==> src/rtl/stp_pkg.sv <==
package stp_pkg;
    localparam int NUM_GROUPS = 3;
    localparam int GROUP_BITS = 8;
    localparam int IMG_W      = NUM_GROUPS * GROUP_BITS;
    localparam int CNT_W      = $clog2(IMG_W + 1);
    localparam int HW_BITS    = 8;
    localparam int DIV_W      = 8;

    localparam logic [1:0] SEL_IMAGE = 2'd0;
    localparam logic [1:0] SEL_CFG   = 2'd1;
    localparam logic [1:0] SEL_OWN   = 2'd2;
    localparam logic [1:0] SEL_CMD   = 2'd3;

    typedef enum logic [1:0] {
        SH_IDLE  = 2'd0,
        SH_BITS  = 2'd1,
        SH_STORE = 2'd2
    } sh_state_e;

    typedef struct packed {
        logic [DIV_W-1:0]      div;
        logic                  auto_en;
        logic [1:0]            rate;
        logic                  fall;
        logic [NUM_GROUPS-1:0] groups;
    } cfg_t;

    function automatic logic [CNT_W-1:0] frame_bits(input logic [NUM_GROUPS-1:0] g);
        logic [CNT_W-1:0] n;
        n = '0;
        for (int i = 0; i < NUM_GROUPS; i++) begin
            if (g[i]) n = CNT_W'((i + 1) * GROUP_BITS);
        end
        return n;
    endfunction

    function automatic logic [4:0] rate_ticks(input logic [1:0] code);
        case (code)
            2'd0:    return 5'd20;
            2'd1:    return 5'd10;
            2'd2:    return 5'd5;
            default: return 5'd4;
        endcase
    endfunction
endpackage

==> src/rtl/stp_regs.sv <==
module stp_regs
    import stp_pkg::*;
(
    input  logic                 clk,
    input  logic                 rst,
    input  logic                 bus_sel,
    input  logic                 bus_we,
    input  logic [3:0]           bus_addr,
    input  logic [31:0]          bus_wdata,
    output logic [31:0]          bus_rdata,
    output logic [IMG_W-1:0]     image,
    output cfg_t                 cfg,
    output logic [HW_BITS-1:0]   own,
    output logic                 sw_req
);
    logic [1:0] sel;
    logic       wr;

    assign sel    = bus_addr[3:2];
    assign wr     = bus_sel && bus_we;
    assign sw_req = wr && (sel == SEL_CMD) && bus_wdata[0];

    always_ff @(posedge clk) begin
        if (rst) begin
            image <= '0;
            cfg   <= '0;
            own   <= '0;
        end else if (wr) begin
            case (sel)
                SEL_IMAGE: image <= bus_wdata[IMG_W-1:0];
                SEL_CFG: begin
                    cfg.groups  <= bus_wdata[NUM_GROUPS-1:0];
                    cfg.fall    <= bus_wdata[3];
                    cfg.rate    <= bus_wdata[5:4];
                    cfg.auto_en <= bus_wdata[6];
                    cfg.div     <= bus_wdata[8 +: DIV_W];
                end
                SEL_OWN:   own <= bus_wdata[HW_BITS-1:0];
                default:   ;
            endcase
        end
    end

    always_comb begin
        bus_rdata = '0;
        case (sel)
            SEL_IMAGE: bus_rdata[IMG_W-1:0] = image;
            SEL_CFG: begin
                bus_rdata[NUM_GROUPS-1:0] = cfg.groups;
                bus_rdata[3]              = cfg.fall;
                bus_rdata[5:4]            = cfg.rate;
                bus_rdata[6]              = cfg.auto_en;
                bus_rdata[8 +: DIV_W]     = cfg.div;
            end
            SEL_OWN:   bus_rdata[HW_BITS-1:0] = own;
            default:   bus_rdata = '0;
        endcase
    end
endmodule

==> src/rtl/stp_sched.sv <==
module stp_sched
    import stp_pkg::*;
#(
    parameter int TICK_CYCLES = 2_500_000
) (
    input  logic       clk,
    input  logic       rst,
    input  logic       sw_req,
    input  logic       auto_en,
    input  logic [1:0] rate,
    input  logic       own_any,
    input  logic       grp_zero,
    input  logic       busy,
    output logic       start,
    output logic       pend
);
    localparam int PW = (TICK_CYCLES > 1) ? $clog2(TICK_CYCLES) : 1;
    localparam logic [PW-1:0] PRE_LAST = PW'(TICK_CYCLES - 1);

    logic [PW-1:0] presc;
    logic [4:0]    rcnt;
    logic [4:0]    lim;
    logic          auto_on;
    logic          tick;
    logic          fire;

    assign auto_on = auto_en && own_any;
    assign lim     = rate_ticks(rate);
    assign tick    = auto_on && (presc == PRE_LAST);
    assign fire    = tick && (rcnt >= lim - 5'd1);
    assign start   = pend && !busy && !grp_zero;

    always_ff @(posedge clk) begin
        if (rst || !auto_on) begin
            presc <= '0;
            rcnt  <= '0;
        end else if (tick) begin
            presc <= '0;
            rcnt  <= fire ? 5'd0 : rcnt + 5'd1;
        end else begin
            presc <= presc + PW'(1);
        end
    end

    always_ff @(posedge clk) begin
        if (rst || grp_zero) pend <= 1'b0;
        else                 pend <= (pend && !start) || sw_req || fire;
    end
endmodule

==> src/rtl/stp_shifter.sv <==
module stp_shifter
    import stp_pkg::*;
(
    input  logic             clk,
    input  logic             rst,
    input  logic             start,
    input  logic [IMG_W-1:0] word,
    input  logic [CNT_W-1:0] nbits,
    input  logic [DIV_W-1:0] div,
    input  logic             fall,
    output logic             sdo,
    output logic             sck,
    output logic             store,
    output logic             busy,
    output logic             phase
);
    sh_state_e        state;
    logic [IMG_W-1:0] word_q;
    logic [CNT_W-1:0] idx;
    logic [DIV_W-1:0] hcnt;

    assign sck   = phase ^ fall;
    assign store = (state == SH_STORE);
    assign busy  = (state != SH_IDLE);

    always_ff @(posedge clk) begin
        if (rst) begin
            state  <= SH_IDLE;
            word_q <= '0;
            idx    <= '0;
            hcnt   <= '0;
            phase  <= 1'b0;
            sdo    <= 1'b0;
        end else begin
            case (state)
                SH_IDLE: begin
                    if (start) begin
                        word_q <= word;
                        idx    <= nbits - CNT_W'(1);
                        sdo    <= word[nbits - CNT_W'(1)];
                        hcnt   <= '0;
                        phase  <= 1'b0;
                        state  <= SH_BITS;
                    end
                end
                SH_BITS: begin
                    if (hcnt == div) begin
                        hcnt <= '0;
                        if (!phase) begin
                            phase <= 1'b1;
                        end else begin
                            phase <= 1'b0;
                            if (idx == '0) begin
                                state <= SH_STORE;
                            end else begin
                                idx <= idx - CNT_W'(1);
                                sdo <= word_q[idx - CNT_W'(1)];
                            end
                        end
                    end else begin
                        hcnt <= hcnt + DIV_W'(1);
                    end
                end
                default: state <= SH_IDLE;
            endcase
        end
    end
endmodule

==> src/rtl/stp_led_chain.sv <==
module stp_led_chain
    import stp_pkg::*;
#(
    parameter int TICK_CYCLES = 2_500_000
) (
    input  logic        clk,
    input  logic        rst,
    input  logic        bus_sel,
    input  logic        bus_we,
    input  logic [3:0]  bus_addr,
    input  logic [31:0] bus_wdata,
    output logic [31:0] bus_rdata,
    input  logic [1:0]  dsl_stat,
    input  logic [2:0]  phy1_stat,
    input  logic [2:0]  phy2_stat,
    output logic        ser_data,
    output logic        ser_clk,
    output logic        ser_store
);
    logic [IMG_W-1:0]   image;
    cfg_t               cfg;
    logic [HW_BITS-1:0] own;
    logic [HW_BITS-1:0] hw_stat;
    logic [IMG_W-1:0]   merged;
    logic [CNT_W-1:0]   nbits;
    logic               sw_req;
    logic               start;
    logic               pend;
    logic               busy;
    logic               phase;

    assign hw_stat = {phy2_stat, phy1_stat, dsl_stat};
    assign nbits   = frame_bits(cfg.groups);

    for (genvar i = 0; i < IMG_W; i++) begin : g_merge
        if (i < HW_BITS) begin : g_hw
            assign merged[i] = own[i] ? hw_stat[i] : image[i];
        end else begin : g_sw
            assign merged[i] = image[i];
        end
    end

    stp_regs u_regs (
        .clk       (clk),
        .rst       (rst),
        .bus_sel   (bus_sel),
        .bus_we    (bus_we),
        .bus_addr  (bus_addr),
        .bus_wdata (bus_wdata),
        .bus_rdata (bus_rdata),
        .image     (image),
        .cfg       (cfg),
        .own       (own),
        .sw_req    (sw_req)
    );

    stp_sched #(.TICK_CYCLES(TICK_CYCLES)) u_sched (
        .clk      (clk),
        .rst      (rst),
        .sw_req   (sw_req),
        .auto_en  (cfg.auto_en),
        .rate     (cfg.rate),
        .own_any  (|own),
        .grp_zero (cfg.groups == '0),
        .busy     (busy),
        .start    (start),
        .pend     (pend)
    );

    stp_shifter u_shift (
        .clk   (clk),
        .rst   (rst),
        .start (start),
        .word  (merged),
        .nbits (nbits),
        .div   (cfg.div),
        .fall  (cfg.fall),
        .sdo   (ser_data),
        .sck   (ser_clk),
        .store (ser_store),
        .busy  (busy),
        .phase (phase)
    );
endmodule

==> config.mk <==
export PLATFORM = sky130hd
export DESIGN_NAME = stp_led_chain
export DESIGN_NICKNAME = d
export VERILOG_FILES = /design/src/rtl/stp_pkg.sv /design/src/rtl/stp_regs.sv /design/src/rtl/stp_sched.sv /design/src/rtl/stp_shifter.sv /design/src/rtl/stp_led_chain.sv
export SDC_FILE = /design/constraint.sdc
export NUM_CORES = 1
export LEC_CHECK = 0
export ABC_AREA = 1
export BUFFER_PORTS_ARGS = -buffer_cell sky130_fd_sc_hd__buf_4
export CORE_ASPECT_RATIO = 0.8
export CORE_MARGIN = 2
export CORE_UTILIZATION = 59
export CTS_BUF_LIST = sky130_fd_sc_hd__clkbuf_8
export CTS_CLUSTER_SIZE = 20
export DETAILED_ROUTE_END_ITERATION = 16
export PLACE_DENSITY = 0.82
export SYNTH_ARGS = -nofsm -noshare
export SYNTH_HDL_FRONTEND = slang
export SYNTH_SLANG_ARGS = --single-unit
==> constraint.sdc <==
create_clock -name clk -period 2.7 [get_ports clk]
set_clock_uncertainty 0.15 [all_clocks]
set_input_delay 0.27 -clock clk [delete_from_list [all_inputs] [get_ports clk]]
set_output_delay 0.27 -clock clk [all_outputs]
set_load 0.1 [all_outputs]
==> impl_results.md <==
- Num rows: 32
- Worst EP arrival: around 2400 ps
- CTS sink cnt: approximately 120
- Total iterations of the first detailed-routing run: 5
- Status: finished with violations
- Pre-CTS WS: 570.0 ps
- # IOs: 83
- Syn Area/Cell: slightly above 7 µm²
- Top cells by area, synth: dfxtp_1, nand2_1, o21ai_0
- Failing checks: negative hold slack
- TNS Setup: 0 ps
- Final Core Density: about three quarters
- Vias: between 5,000 and 6,000
- Worst path buffer plus inverter count: 2
- Syn Inst Count: 818
- Post-synthesis sequential area ratio: about two fifths
- Critical path cell sequence: ha_1 > nand2_1 > inv_1 > nand2_1 > nor2_1 > nand3_1 > nor2_2 > inv_2 > nand2_2 > and3b_1
- Number of DRC markers in iteration 0: around 430
- Vias in the first global route: 5,373
- Layout cells sized above 1: between 10% and 20%
- Die ar.: approximately 0.011 mm²
- CP peak stage delay: approximately 380 ps
- Final Max Slew Viols: 0
- CP most frequent cell: nand2_1
- Crit path capture type: register
- Flop pwr share: between 40% and 50%
- Setup violators final: 0
- Unique masters post-synth: 43
- Hold slack: -2.471 ps
- Yosys top cell area share: around two fifths
- Yosys warnings: 0
- HP Class: in2reg
- Sw power: ~960 µW
- Setup crit start kind: register
- Crit path max fanout: 22
- Antenna diodes: 0
- Clock power share: around 47%
- Worst endpoint required time: between 2000 and 3000 ps
- Fin crit period: approximately 2200 ps
- Int Pwr: 3.039 mW
- CP max-delay cell: dfxtp_1
- Clock Latency Late Sink: roughly 440 ps
- Flops & latches, synth: about 120
- Initial antenna violation count: 0
- Worst Tran Pin Value: roughly 630 ps
- Final hold violation count: 1
- WL per Instance: about 14 µm
- Post-route DRC: 0
- Total track usage: 29.62%
- Netlist Area Pre-Place: 0.005758 mm²
- First-pass GRT wire length: 24.72 mm
- CTS Buf Count: 17
- CTS tree: yes
- Die W: about 110 µm
- Starting Density: roughly 60%
- Placed Cells: approximately 1,000
- Max-cap violations: 0
- Post-layout power: 3.998 mW
- Longest Clk Path Bufs: 2
- Post-synth top area cell: dfxtp_1
- Largest net degree at the start of global routing: 43
- Design area: about 0.0070 mm²
- H-tree depth: 4
- Area growth from synthesis to layout: 22.32%
- RSZ-0062 raised after global routing: false
- Core area: 0.009569 mm²
- Post-CTS setup buffers: 0
- Cell Count, Final, Fillers Out: 1,041
- Routed Antenna Nets: 0
- Leak: slightly below 3 nW
- DR vias/cell: 5.451
- Quantity of I/O buffers inserted on ports: 64
- Placer Congestion: around 0.9
- Period utilisation layout: roughly four fifths
- Max Clk Rate: 0.4574 GHz
- Root Buffer: clkbuf_8
- Final net count: 970
- Placed inst area: 0.006284 mm²
- Die H: a little over 90 µm
- Switching share of power: 24.00%
- Gr ovfl total: 0
- VDD IR max: approximately 0.00037 V
- Total wire length: 14.94 mm
- Pwr per Cell Area: 567.7 mW/mm²
- Worst slew margin: 58.03%
- Clk slew on worst S/H paths: ~70 ps
- Largest delay share family, worst path: simple AND/OR/NAND/NOR gates
- Comb power frac: 9.1%
- WS Path Type: reg2reg
- Final setup margin: around 510 ps
- Detailed placer's ending HPWL: ~10 mm
[final timing paths]
check | to | startpoint | cells after the start | slack [ps]
max | u_sched.presc[19] | u_sched.presc[0] | 10 | 510
min | u_regs.image[17] | bus_wdata[17] | 3 | -2
max reg2reg | u_sched.presc[19] | u_sched.presc[0] | 10 | 510
min reg2reg | u_shift.word_q[12] | u_shift.word_q[12] | 2 | 300
[cell usage in the layout, fill, tap and decap left out, types with 21 or more instances in the layout]
master / instances
dfxtp_1: 116
nand2_1: 143
nand3_1: 31
clkbuf_8: 21
o21ai_0: 91
buf_4: 71
dlygate4sd3_1: 29
a21oi_1: 74
inv_1: 102
nor2_1: 101
[sequential cells by signal, indices dropped and copies added (netlist names)]
register / flops
u_regs.image: 24
u_sched.pend: 1
u_regs.own: 8
u_sched.presc: 22
u_regs.cfg: 15
u_shift.hcnt: 8
u_sched.rcnt: 5
u_shift.idx: 5
u_shift.state: 2
u_shift.word_q: 24
u_shift.sdo: 1
u_shift.phase: 1
[per-layer routing]
metal / global-route usage (%) / routed length (µm) / share of wire, % / vias to the layer above
li1: - / - / - / 2852
met1: 38.21 / 6540 / 44 / 2573
met2: 47.78 / 6839 / 46 / 222
met3: 7.199 / 1243 / 8.3 / 27
met4: 11.89 / 316 / 2.1 / 0
met5: 0 / 0 / 0 / -
[power groups by stage]
stage | Combinational [mW] | Sequential, mW | Clock, mW
global placement | 0.317 | 1.79 | 0
global route | 0.389 | 1.76 | 1.97
CTS | 0.359 | 1.75 | 1.89
finish | 0.363 | 1.75 | 1.88
detailed placement | 0.323 | 1.79 | 0
floorplan | 0.235 | 1.79 | 0
[cell families (layout without fill, tap and decap cells)]
group | Yosys count | count (layout) | share of synthesized area, %
AOI/OAI and AO/OA | 190 | 190 | 17.67
xor gates and xnor gates | 17 | 17 | 2.586
adders and majority gates | 13 | 13 | 2.825
buffers and inverters | 143 | 240 | 10.21
DFF | 116 | 116 | 40.33
other | 1 | 8 | 0.06513
and+or+nand+nor | 338 | 338 | 26.31
[cells in the mapped netlist (all sizes together)]
cell and n:
xnor2 8, a2bb2oi 1, and3b 1, nor2 111, a21oi 74, o22ai 2, inv 108, conb 1
ha 13, buf 19, o211ai 2, dfxtp 116, nand2 144, a31oi 7, clkbuf 16, nand3 34
o221ai 7, o21ai 92, a21boi 1, nand3b 2, o21bai 1, nand4 17, nor3 16, xor2 9
a22o 3, nor3b 4, or2 2, nor4 7
[cell type report]
| type | count | area, µm² |
|---|---|---|
| multi-input cells | 566 | 2874 |
| fillers | 777 | 2526 |
| flip-flops and latches | 116 | 2322 |
| repair buffers | 100 | 823.3 |
| inverters | 108 | 405.4 |
| clock buffers | 21 | 289.0 |
| clock inverters | 11 | 180.2 |
| well taps | 119 | 148.9 |
[worst min-delay path: stages]
cell and delay (ps):
buf_4 80, o21ai_0 90, a21oi_1 110
[timing repair]
action                                 4_1_cts  5_1_grt
hold buffers                                29        0
endpoints found under the hold margin       51        0
gates resized for setup                      0        0
Note: power is estimated with default switching activity, not from simulation.
